<file path="src/rtl/dbg_excp_pkg.sv">
package dbg_excp_pkg;
  typedef enum logic [1:0] {
    EXC_NONE  = 2'b00,
    EXC_TRACE = 2'b01,
    EXC_DSTOR = 2'b10
  } exc_kind_e;

  // source indices; a lower index wins arbitration
  localparam int SRC_N    = 3;
  localparam int SRC_WPT  = 0;
  localparam int SRC_BKPT = 1;
  localparam int SRC_STEP = 2;

  // big-endian bit numbers inside the status and data-status words
  localparam int STEP_BIT = 33;
  localparam int BKPT_BIT = 43;
  localparam int WPT_BIT  = 41;
endpackage

</file>
<file path="src/rtl/dbg_evt_flag.sv">
module dbg_evt_flag (
  input  logic clk,
  input  logic rst_n,
  input  logic strobe,
  input  logic take,
  output logic avail,
  output logic pend,
  output logic load
);
  logic pend_q;

  // an event is offered either from the slot or straight from the strobe
  assign avail = pend_q | strobe;
  assign pend  = pend_q;
  // a strobe becomes pending when it is not consumed directly
  assign load  = take ? (pend_q & strobe) : (strobe & ~pend_q);

  always_ff @(posedge clk) begin
    if (!rst_n) begin
      pend_q <= 1'b0;
    end else if (take) begin
      pend_q <= pend_q & strobe;
    end else if (strobe) begin
      pend_q <= 1'b1;
    end
  end
endmodule

</file>
<file path="src/rtl/dbg_evt_slot.sv">
module dbg_evt_slot #(
  parameter int DATA_W = 64
) (
  input  logic              clk,
  input  logic              rst_n,
  input  logic              strobe,
  input  logic [DATA_W-1:0] data_in,
  input  logic              take,
  output logic              avail,
  output logic              pend,
  output logic [DATA_W-1:0] data_out
);
  logic              load;
  logic [DATA_W-1:0] data_q;

  dbg_evt_flag u_flag (
    .clk    (clk),
    .rst_n  (rst_n),
    .strobe (strobe),
    .take   (take),
    .avail  (avail),
    .pend   (pend),
    .load   (load)
  );

  always_ff @(posedge clk) begin
    if (!rst_n) begin
      data_q <= '0;
    end else if (load) begin
      data_q <= data_in;
    end
  end

  assign data_out = pend ? data_q : data_in;
endmodule

</file>
<file path="src/rtl/dbg_excp_arb.sv">
module dbg_excp_arb #(
  parameter int N = 3
) (
  input  logic [N-1:0] avail,
  input  logic         can_issue,
  output logic [N-1:0] grant
);
  // fixed priority, index 0 highest
  for (genvar i = 0; i < N; i++) begin : g_pri
    if (i == 0) begin : g_top
      assign grant[i] = can_issue & avail[i];
    end else begin : g_rest
      assign grant[i] = can_issue & avail[i] & ~(|avail[i-1:0]);
    end
  end
endmodule

</file>
<file path="src/rtl/dbg_excp_regs.sv">
module dbg_excp_regs
  import dbg_excp_pkg::*;
#(
  parameter int ADDR_W = 64,
  parameter int STAT_W = 64
) (
  input  logic              clk,
  input  logic              rst_n,
  input  logic [SRC_N-1:0]  grant,
  input  logic [ADDR_W:0]   step_word,
  input  logic [ADDR_W-1:0] wpt_word,
  input  logic              req_ready,
  output logic              can_issue,
  output logic              req_valid,
  output exc_kind_e         req_kind,
  output logic [STAT_W-1:0] req_status,
  output logic [ADDR_W-1:0] siar,
  output logic [ADDR_W-1:0] dar,
  output logic [STAT_W-1:0] dsisr
);
  localparam logic [STAT_W-1:0] ONE     = STAT_W'(1);
  localparam logic [STAT_W-1:0] ST_STEP = ONE << (STAT_W - 1 - STEP_BIT);
  localparam logic [STAT_W-1:0] ST_BKPT = ST_STEP | (ONE << (STAT_W - 1 - BKPT_BIT));
  localparam logic [STAT_W-1:0] DS_WPT  = ONE << (STAT_W - 1 - WPT_BIT);

  logic              valid_q;
  exc_kind_e         kind_q;
  logic [STAT_W-1:0] status_q;
  logic [ADDR_W-1:0] siar_q;
  logic [ADDR_W-1:0] dar_q;
  logic [STAT_W-1:0] dsisr_q;
  logic              step_en;
  logic [ADDR_W-1:0] step_ip;

  assign step_en   = step_word[ADDR_W];
  assign step_ip   = step_word[ADDR_W-1:0];
  assign can_issue = ~valid_q | req_ready;

  always_ff @(posedge clk) begin
    if (!rst_n) begin
      valid_q  <= 1'b0;
      kind_q   <= EXC_NONE;
      status_q <= '0;
      siar_q   <= '0;
      dar_q    <= '0;
      dsisr_q  <= '0;
    end else if (|grant) begin
      valid_q <= 1'b1;
      if (grant[SRC_WPT]) begin
        kind_q   <= EXC_DSTOR;
        status_q <= '0;
        dar_q    <= wpt_word;
        dsisr_q  <= DS_WPT;
      end else if (grant[SRC_BKPT]) begin
        kind_q   <= EXC_TRACE;
        status_q <= ST_BKPT;
      end else begin
        kind_q   <= EXC_TRACE;
        status_q <= step_en ? ST_STEP : '0;
        if (step_en) begin
          siar_q <= step_ip;
        end
      end
    end else if (req_ready) begin
      valid_q <= 1'b0;
    end
  end

  assign req_valid  = valid_q;
  assign req_kind   = kind_q;
  assign req_status = status_q;
  assign siar       = siar_q;
  assign dar        = dar_q;
  assign dsisr      = dsisr_q;
endmodule

</file>
<file path="src/rtl/dbg_excp_unit.sv">
module dbg_excp_unit
  import dbg_excp_pkg::*;
#(
  parameter int ADDR_W = 64,
  parameter int STAT_W = 64
) (
  input  logic              clk,
  input  logic              rst_n,
  input  logic              feat_en,
  input  logic              step_valid,
  input  logic [ADDR_W-1:0] step_prev_ip,
  input  logic              bkpt_hit,
  input  logic              wpt_hit,
  input  logic [ADDR_W-1:0] wpt_addr,
  input  logic [STAT_W-1:0] msr_in,
  input  logic              req_ready,
  output logic              req_valid,
  output logic [1:0]        req_kind,
  output logic [STAT_W-1:0] req_status,
  output logic [STAT_W-1:0] msr_merged,
  output logic [ADDR_W-1:0] siar,
  output logic [ADDR_W-1:0] dar,
  output logic [STAT_W-1:0] dsisr
);
  localparam int STEP_W = ADDR_W + 1;

  logic [SRC_N-1:0] src_avail;
  logic [SRC_N-1:0] src_pend;
  logic [SRC_N-1:0] grant;
  logic             can_issue;
  logic [STEP_W-1:0] step_word;
  logic [ADDR_W-1:0] wpt_word;
  exc_kind_e         kind_w;

  // breakpoint and watchpoint strobes only count with the feature on
  dbg_evt_slot #(.DATA_W(ADDR_W)) u_wpt (
    .clk      (clk),
    .rst_n    (rst_n),
    .strobe   (wpt_hit & feat_en),
    .data_in  (wpt_addr),
    .take     (grant[SRC_WPT]),
    .avail    (src_avail[SRC_WPT]),
    .pend     (src_pend[SRC_WPT]),
    .data_out (wpt_word)
  );

  dbg_evt_flag u_bkpt (
    .clk    (clk),
    .rst_n  (rst_n),
    .strobe (bkpt_hit & feat_en),
    .take   (grant[SRC_BKPT]),
    .avail  (src_avail[SRC_BKPT]),
    .pend   (src_pend[SRC_BKPT]),
    .load   ()
  );

  // the feature bit travels with the step so a later change cannot alter it
  dbg_evt_slot #(.DATA_W(STEP_W)) u_step (
    .clk      (clk),
    .rst_n    (rst_n),
    .strobe   (step_valid),
    .data_in  ({feat_en, step_prev_ip}),
    .take     (grant[SRC_STEP]),
    .avail    (src_avail[SRC_STEP]),
    .pend     (src_pend[SRC_STEP]),
    .data_out (step_word)
  );

  dbg_excp_arb #(.N(SRC_N)) u_arb (
    .avail     (src_avail),
    .can_issue (can_issue),
    .grant     (grant)
  );

  dbg_excp_regs #(.ADDR_W(ADDR_W), .STAT_W(STAT_W)) u_regs (
    .clk        (clk),
    .rst_n      (rst_n),
    .grant      (grant),
    .step_word  (step_word),
    .wpt_word   (wpt_word),
    .req_ready  (req_ready),
    .can_issue  (can_issue),
    .req_valid  (req_valid),
    .req_kind   (kind_w),
    .req_status (req_status),
    .siar       (siar),
    .dar        (dar),
    .dsisr      (dsisr)
  );

  assign req_kind   = kind_w;
  assign msr_merged = (kind_w == EXC_TRACE) ? (msr_in | req_status) : msr_in;
endmodule

</file>
<file path="config.mk">
export PLATFORM = sky130hd
export DESIGN_NAME = dbg_excp_unit
export DESIGN_NICKNAME = d
export VERILOG_FILES = /design/src/rtl/dbg_excp_pkg.sv /design/src/rtl/dbg_evt_flag.sv /design/src/rtl/dbg_evt_slot.sv /design/src/rtl/dbg_excp_arb.sv /design/src/rtl/dbg_excp_regs.sv /design/src/rtl/dbg_excp_unit.sv
export SDC_FILE = /design/constraint.sdc
export NUM_CORES = 1
export LEC_CHECK = 0
export CORE_AREA = 2 2 201 203
export DETAILED_ROUTE_END_ITERATION = 8
export DIE_AREA = 0 0 203 205
export GPL_TIMING_DRIVEN = 0
export HOLD_SLACK_MARGIN = 0.1
export PLACE_DENSITY = 0.69
export SLEW_MARGIN = 10
export SYNTH_ARGS = -nofsm -noshare
export SYNTH_HDL_FRONTEND = slang
export SYNTH_SLANG_ARGS = --single-unit
</file>
<file path="constraint.sdc">
create_clock -name clk -period 3.25 [get_ports clk]
set_input_delay 0.4875 -clock clk [delete_from_list [all_inputs] [get_ports clk]]
set_output_delay 0.4875 -clock clk [all_outputs]
set_load 0.01 [all_outputs]
</file>
==> impl_metrics.csv, run 1 <==
group,metric,value,unit
route,wl,40600,µm
route,num_vias,11400,
synthesis,synthCells,1396,
worst_setup_path,timing.rr.end,"u_regs.dar[18]",
place,dp_hpwl,31200,µm
worst_hold_path,holdCritPathClass,"primary input to flip-flop",
global_routing,antenna_found_initial,9,
floorplanning,die_h,205,µm
power,power_density,487,mW/mm²
floorplanning,die_area,0.0416,mm²
timing,hold_viol_final,0,
route,avgRoutedWirePerCell,16.7,µm
floorplanning,die_x,203,µm
timing,max_slew_margin,0.326,
cts,cts_hold_buf,0,
cells_and_area,nets,2082,
cts,cts-resized-gates,0,
route,firstDrtPassIters,5,
floorplanning,core-area,0.0394,mm²
worst_setup_path,crit_type,"flip-flop to primary output",
cells_and_area,drive_gt1_frac,0.153,
cells_and_area,multiInputGateArea,0.00616,mm²
place,gp_congestion,0.831,
cts,clk-insertion-delay-late,560,ps
cts,post_cts_buffers,0,
synthesis,async_reset_ff_frac,0,
synthesis,yosysMostFrequentCell,"dfxtp_1",
timing,max_freq,376,MHz
worst_hold_path,whs_path_depth,3,
worst_setup_path,startpoint_type,"flip-flop",
worst_setup_path,worstRegToRegCells,6,
route,remaining_drc_errors,0,
cells_and_area,filler_cell_count,3711,
cells_and_area,seq_area,0.00533,mm²
cts,path_clk_slew,60,ps
worst_setup_path,r2r-start,"u_regs.req_valid",
global_routing,grt.overflow.total,0,
timing,setup_tns,0,ps
power,peakVddDrop,0.000433,V
power,power,9.04,mW
floorplanning,start_util,0.330,
worst_setup_path,required,2760,ps
worst_setup_path,arrival,2170,ps
cts,h-tree-depth,1,
cells_and_area,utilization,0.471,
route,ant_nets,0,
run_status,status,"finished clean",
global_routing,grt_use_total,0.183,
cts,clk_path_buf_depth,3,
synthesis,synth_edf_count,0,
synthesis,ys_top_cells_by_area,"dfxtp_1, mux2i_1, buf_4",
synthesis,synth-main-ff-cell,"dfxtp_1",
cts,ctsRootBufferMaster,"clkbuf_16",
worst_hold_path,whs_endpoint,"u_step.data_q[64]",
global_routing,grt_pass1_wl,60900,µm
cts,cts_tree,"done",
power,leakage,8.66,nW
floorplanning,row_count,73,
place,port-buffer-count,332,
route,routed_via_density,4.65,
worst_setup_path,worst-r2r-setup-slack,1260,ps
timing,fin_ws,588,ps
place,pre_cts_ws,589,ps
global_routing,grt_max_degree,15,
synthesis,yosys.area.top_type_share,0.409,
synthesis,synthTopCellsByCount,"dfxtp_1, nand2_1, buf_4",
timing,min_period,2660,ps
synthesis,yosysWarningCount,0,
synthesis,syn_area_per_cell,9.32,µm²
run,cap_violations,0,
timing,tightest_slew,1010,ps
timing,finalCritPeriodShare,0.819,
synthesis,ys_ff_latch,266,
floorplanning,num_io_pins,522,
global_routing,grt_pass1_vias,11000,
timing,rsz0062_at_grt,"no",
worst_setup_path,cp_max_fo,3,
synthesis,synth_top_area_cell,"dfxtp_1",
route,drtIter0Drc,705,
synthesis,syn-cell-area,0.0130,mm²
cells_and_area,area_growth,42.6,%
worst_setup_path,endpoint_kind,"primary output",
timing,setup_viol,0,
cts,cts_made_buffers,29,
cts,cts_sinks,266,
synthesis,ys_seq_area_frac,0.409,
worst_hold_path,hp-start,"feat_en",
timing,clock_skew,13.7,ps
timing,slew_viol_final,0,
synthesis,ys_types,33,
[how the worst max path moves through the flow]
stage	from	endpoint	slack (ps)
floorplan	feat_en	u_regs.siar[13]	1550
global placement	rst_n	u_regs.dar[0]	600
detailed placement	rst_n	u_regs.dar[0]	590
CTS	u_regs.req_kind[0]	msr_merged[30]	440
global route	u_regs.req_kind[0]	msr_merged[30]	410
finish	u_regs.req_kind[0]	msr_merged[30]	590
[critical path, cell delays in order, from the launching register on]
cell and delay, ps:
dfxtp_1 410, nor2b_1 480, a21o_1 190, clkdlybuf4s50_1 530
[cells in the final DEF (no fill, tap or decap), types with 6 or more instances in the layout]
cell / count
a21boi_0: 47
a21boi_1: 19
buf_2: 36
buf_4: 194
buf_6: 6
bufinv_16: 7
clkbuf_1: 75
clkbuf_16: 29
clkdlybuf4s50_1: 332
conb_1: 125
dfxtp_1: 266
diode_2: 8
mux2i_1: 193
nand2_1: 204
nand3_1: 128
o211a_1: 128
o21ai_0: 68
[layout make-up]
class                   count  area share
plain buffers             309       0.107
flip-flops and latches    266       0.287
clock inverters            15      0.0141
clock buffers              39      0.0439
inverters                   2    0.000405
multi-input cells         943       0.332
well taps                 525      0.0354
repair buffers            332       0.179
diodes                      8     0.00108
[where the power goes]
group | switching, mW | leakage, nW | internal [mW]
Clock | 1.41 | 0.531 | 2.31
Combinational | 0.828 | 5.95 | 0.900
Sequential | 0.120 | 2.17 | 3.47
Total | 2.35 | 8.66 | 6.68
[through the flow]
step / area (µm²) / instances / hold WS (ps)
floorplan: 13500 / 1520 / 434
global placement: 17500 / 2377 / 442
detailed placement: 17500 / 2377 / 448
CTS: 18500 / 2431 / 287
global route: 18500 / 2437 / 306
finish: 18500 / 2439 / 307
[flip-flops by register name (all words and copies together), names as in the netlist]
| register | flops |
|---|---|
| u_regs.dar | 64 |
| u_regs.dsisr | 1 |
| u_regs.req_status | 2 |
| u_regs.siar | 64 |
| u_step.data_q | 65 |
| u_step.u_flag.pend | 1 |
| u_bkpt.pend | 1 |
| u_wpt.data_q | 64 |
| u_wpt.u_flag.pend | 1 |
| u_regs.req_valid | 1 |
| u_regs.req_kind | 2 |
[cell families after synthesis]
group	synth area share
buffers and inverters	0.153
and+or+nand+nor	0.115
xor gates and xnor gates	0.00250
AOI/OAI and AO/OA	0.171
other	0.000288
DFF	0.409
muxes	0.149
adders and majority gates	0.000770
[per-layer routing]
layer	global-route usage	wire (µm)	up-vias
met5	0	0	-
met4	0.0733	1310	0
met3	0.0323	2480	73
met2	0.326	20200	377
met1	0.219	16600	5347
li1	-	-	5553
No activity file was read; power rests on OpenSTA's default activity.
==> run 2, diff against run 1 <==
PLACE_DENSITY = 0.71   (was 0.69)
clock period = 2.4 ns   (was 3.25 ns; I/O delays follow)
==> impl_metrics.csv, run 2 (synthesized netlist as in run 1, its figures left out) <==
group,metric,value,unit
run_status,status,"finished clean",
worst_setup_path,timing.rr.end,"u_regs.dar[22]",
timing,rsz0062_at_grt,"no",
cells_and_area,layout_common_cells,"clkdlybuf4s50_1, dfxtp_1, nand2_1, buf_4, mux2i_1",
cts,cts_tree,"done",
worst_setup_path,cp_max_fo,3,
route,routed_via_density,4.66,
timing,setup_tns,0,ps
place,port-buffer-count,332,
worst_setup_path,arrival,1890,ps
cts,post_cts_buffers,0,
cells_and_area,largest_register_ffs,65,
global_routing,grt_use_total,0.181,
route,top_layer_used,"met5",
power,power_density,633,mW/mm²
cts,ctsRootBufferMaster,"clkbuf_16",
worst_setup_path,startpoint_type,"flip-flop",
route,wl_met2,20300,µm
cells_and_area,final_area,0.0184,mm²
worst_setup_path,crit_type,"flip-flop to primary output",
cells_and_area,top_register,"u_step.data_q",
cts,clk-insertion-delay-late,540,ps
global_routing,antenna_found_initial,12,
cts,clk_path_buf_depth,3,
power,peakVddDrop,0.000477,V
timing,holdWs,204,ps
run,cap_violations,0,
worst_setup_path,worst-r2r-setup-slack,440,ps
worst_setup_path,worstRegToRegCells,6,
global_routing,grt.overflow.total,0,
place,gp_congestion,0.823,
worst_setup_path,endpoint_kind,"primary output",
cells_and_area,nets,2081,
worst_setup_path,r2r-start,"u_regs.req_valid",
floorplanning,die_h,205,µm
floorplanning,die_x,203,µm
timing,max_freq,444,MHz
global_routing,grt_pass1_wl,60500,µm
cts,h-tree-depth,1,
global_routing,grt_max_degree,14,
timing,finalCritPeriodShare,0.939,
worst_setup_path,required,2040,ps
floorplanning,core-area,0.0394,mm²
power,leakage,8.59,nW
route,remaining_drc_errors,0,
cts,path_clk_slew,60,ps
route,drtIter0Drc,658,
timing,hold_viol_final,0,
global_routing,grt_pass1_vias,11100,
worst_hold_path,holdCritPathClass,"primary input to flip-flop",
timing,max_slew_margin,0.411,
floorplanning,num_io_pins,522,
timing,slew_viol_final,0,
route,wl,40500,µm
worst_hold_path,whs_path_depth,3,
cts,cts_made_buffers,28,
cells_and_area,area_growth,41.7,%
cts,cts_hold_buf,0,
place,dp_hpwl,31100,µm
route,avgRoutedWirePerCell,16.6,µm
floorplanning,row_count,73,
route,num_vias,11400,
worst_setup_path,startpoint,"u_regs.req_kind[0]",
timing,min_period,2250,ps
route,wl_met3,2180,µm
cells_and_area,layout_commonest_cell,"clkdlybuf4s50_1",
cts,cts_sinks,266,
route,firstDrtPassIters,5,
timing,tightest_slew,883,ps
cells_and_area,drive_gt1_frac,0.151,
worst_setup_path,critPathCapture,"msr_merged[20]",
place,placed_cell_area,0.0175,mm²
route,ant_nets,0,
floorplanning,start_util,0.330,
floorplanning,die_area,0.0416,mm²
route,wl_met1,16300,µm
timing,setup_viol,0,
timing,clock_skew,6.65,ps
## run 2: how the worst min path moves through the flow
stage	start	endpoint	slack [ps]
2_1_floorplan	u_step.data_q[0]	u_step.data_q[0]	430
3_3_place_gp	u_step.data_q[21]	u_step.data_q[21]	440
3_5_place_dp	u_step.data_q[3]	u_step.data_q[3]	450
4_1_cts	feat_en	u_step.data_q[64]	170
5_1_grt	feat_en	u_step.data_q[64]	180
6_report	feat_en	u_step.data_q[64]	200
## run 2: where the power goes
part | switching (mW) | internal (mW) | total [mW]
Sequential | 0.161 | 4.70 | 4.86
Clock | 1.76 | 2.69 | 4.45
Combinational | 1.12 | 1.22 | 2.34
## run 2: layer usage
layer | track usage | vias up
met4 | 0.0910 | 2
li1 | - | 5541
met5 | 0 | -
met1 | 0.211 | 5359
met3 | 0.0270 | 87
met2 | 0.324 | 366
## run 2: timing repair
action                     CTS  global route
hold endpoints to repair     0             0
resized for setup            2             0
setup endpoints to repair    2             0
## run 2: through the flow
stage	utilization	power (mW)	cells	worst slack, ps
global route	0.468	12.1	2435	58.7
finish	0.468	11.7	2435	146
global placement	0.443	7.25	2377	-121
CTS	0.468	11.8	2425	74.8
detailed placement	0.443	7.30	2377	-89.6
floorplan	-	6.25	1520	829
## run 2: layout make-up
type                       count  area, µm²
antenna                       10       25.0
buffer                       309       1980
clock buffer                  40        827
clock inverter                 8        118
fill                        3684      20900
inverter                       2       7.51
multi-input combinational    943       6170
sequential                   266       5330
tap                          525        657
timing repair buffer         332       3320
## run 2: worst max-delay path: stages, from the launching register on
cell and delay, ps:
dfxtp_1 410, nor2b_4 270, a21o_1 140, clkdlybuf4s50_1 530
==> run 3, diff against run 2 <==
ABC_AREA = 1   (was unset)
CORE_AREA = 2 2 206 208   (was 2 2 201 203)
DIE_AREA = 0 0 208 210   (was 0 0 203 205)
PLACE_DENSITY = 0.68   (was 0.71)
==> impl_metrics.csv, run 3 <==
group,metric,value,unit
synthesis,yosysMostFrequentCell,"nand2_1",
timing,setup_viol,0,
synthesis,yosys.area.top_type_share,0.423,
route,avgRoutedWirePerCell,15.7,µm
cts,clk_path_buf_depth,3,
global_routing,grt_max_degree,15,
place,placed_cell_area,0.0171,mm²
cells_and_area,top_register,"u_step.data_q",
worst_setup_path,required,2880,ps
worst_setup_path,cp_max_fo,10,
run,cap_violations,0,
cts,h-tree-depth,1,
worst_setup_path,crit_type,"flip-flop to flip-flop",
synthesis,yosysWarningCount,0,
worst_setup_path,max_stage_delay,600,ps
route,firstDrtPassIters,7,
cells_and_area,filler_cell_count,4167,
cts,cts_made_buffers,30,
cells_and_area,largest_register_ffs,65,
synthesis,synth_edf_count,0,
cells_and_area,drive_gt1_frac,0.136,
synthesis,ys_types,24,
timing,fin_ws,283,ps
cells_and_area,area_growth,43.3,%
timing,slew_viol_final,0,
worst_hold_path,whs_path_depth,3,
synthesis,ys_top_cells_by_area,"dfxtp_1, nand2_1, buf_4",
global_routing,grt_use_total,0.194,
timing,tightest_slew,1190,ps
worst_setup_path,startpoint_type,"flip-flop",
cells_and_area,layout_common_cells,"nand2_1, clkdlybuf4s50_1, dfxtp_1, buf_4, nor2_1",
cts,cts_tree,"done",
route,remaining_drc_errors,0,
timing,clock_skew,9.40,ps
power,leakage,7.61,nW
worst_setup_path,worstRegToRegCells,7,
cells_and_area,multiInputGateArea,0.00539,mm²
floorplanning,core-area,0.0415,mm²
route,num_vias,13000,
timing,holdWs,390,ps
global_routing,antenna_found_initial,4,
synthesis,synth_top_area_cell,"dfxtp_1",
timing,rsz0062_at_grt,"no",
cells_and_area,utilization,0.435,
cts,cts_sinks,266,
synthesis,syn_area_per_cell,7.17,µm²
global_routing,grt_pass1_wl,68300,µm
place,pre_cts_ws,-305,ps
cts,path_clk_slew,60,ps
route,ant_nets,0,
worst_setup_path,endpoint_kind,"flip-flop",
synthesis,synth-main-ff-cell,"dfxtp_1",
synthesis,ys_seq_area_frac,0.423,
worst_setup_path,slowest_stage,"dfxtp_1",
floorplanning,num_io_pins,522,
synthesis,syn-cell-area,0.0126,mm²
global_routing,grt_pass1_vias,12400,
floorplanning,row_count,75,
cts,ctsRootBufferMaster,"clkbuf_16",
timing,min_period,2120,ps
place,port-buffer-count,333,
timing,max_freq,472,MHz
global_routing,grt.overflow.total,0,
synthesis,async_reset_ff_frac,0,
worst_setup_path,arrival,2600,ps
floorplanning,die_area,0.0437,mm²
power,peakVddDrop,0.000438,V
cts,cts_hold_buf,0,
floorplanning,die_x,208,µm
route,routed_via_density,4.63,
worst_setup_path,path_common_cell,"buf_4",
worst_hold_path,holdCritPathClass,"primary input to flip-flop",
worst_setup_path,path_cells,"buf_4 -> nand2_1 -> o21ai_2 -> buf_4 -> buf_2 -> nand4_1 -> a21oi_1",
cells_and_area,final_area,0.0180,mm²
run_status,status,"finished clean",
timing,setup_tns,0,ps
floorplanning,start_util,0.304,
place,dp_hpwl,33300,µm
timing,hold_viol_final,0,
cells_and_area,nets,2444,
cts,clk-insertion-delay-late,560,ps
power,power_density,665,mW/mm²
route,drtIter0Drc,617,
synthesis,ys_ff_latch,266,
floorplanning,die_h,210,µm
cells_and_area,seq_area,0.00533,mm²
timing,finalCritPeriodShare,0.882,
route,wl,44000,µm
timing,max_slew_margin,0.209,
synthesis,synthTopCellsByCount,"nand2_1, dfxtp_1, buf_4",
place,gp_congestion,0.862,
cells_and_area,layout_commonest_cell,"nand2_1",
synthesis,synthCells,1756,
[run 3: changes by cell type in the layout (fill, tap and decap cells not counted), sizes merged, moves of 4 or more]
cell	change
diode	-9
a21boi	-66
o211a	-128
o21ai	+63
inv	+79
nand4	+64
mux2i	-193
a31oi	+63
buf	+23
nor2	+136
a21oi	+131
a21o	-4
nand2	+204
nand3	+7
[run 3: worst max-delay path, delay by kind of cell, from the launching register on]
family	cells	cell delay, ps
AO/OA/AOI/OAI	2	340
buffers and inverters	3	860
flip-flops	1	600
AND/OR/NAND/NOR	2	220
[run 3: stage by stage]
step           cells  power (mW)
3_5_place_dp    2752        7.53
6_report        2804        12.0
4_1_cts         2803        12.1
5_1_grt         2804        12.6
3_3_place_gp    2752        7.50
2_1_floorplan   1880        6.42
[run 3: kinds of logic after synthesis]
logic type / Yosys count / synth area share
compound gates: 330 / 0.138
simple gates: 751 / 0.252
buf+inv: 408 / 0.187
other cells: 1 / 0.000298
flops: 266 / 0.423
[run 3: routing by layer]
| metal | vias to the layer above | routed length [µm] | global-route usage | share of wire |
|---|---|---|---|---|
| met3 | 55 | 4040 | 0.0593 | 0.092 |
| met4 | 4 | 799 | 0.0408 | 0.018 |
| met5 | - | 27 | 0 | 0.00061 |
| li1 | 6442 | - | - | - |
| met2 | 526 | 22000 | 0.354 | 0.50 |
| met1 | 5952 | 17200 | 0.223 | 0.39 |
[run 3: worst paths after layout]
kind	start	endpoint	slack, ps
setup / recovery	u_step.u_flag.pend	u_regs.siar[36]	280
hold / removal	wpt_addr[25]	u_wpt.data_q[25]	390
setup reg to reg	u_step.u_flag.pend	u_regs.siar[36]	280
hold reg to reg	u_regs.siar[8]	u_regs.siar[8]	460
[run 3: power by group]
group          internal (mW)  switching (mW)
clock                   2.70            1.84
combinational           1.17            1.37
sequential              4.74           0.182
total                   8.61            3.40
[run 3: cell type report]
cell class,count,area share
multi-input combinational,1206,0.299
sequential,266,0.295
timing repair buffer,333,0.185
buffer,326,0.113
clock buffer,43,0.0482
tap,539,0.0374
inverter,82,0.0171
clock inverter,8,0.00513
antenna,1,0.000139
[run 3: what timing repair did]
| item | CTS | global route |
|---|---|---|
| gates resized for setup | 0 | 3 |
| buffers inserted | 0 | 0 |
| endpoints found under the setup margin | 0 | 59 |
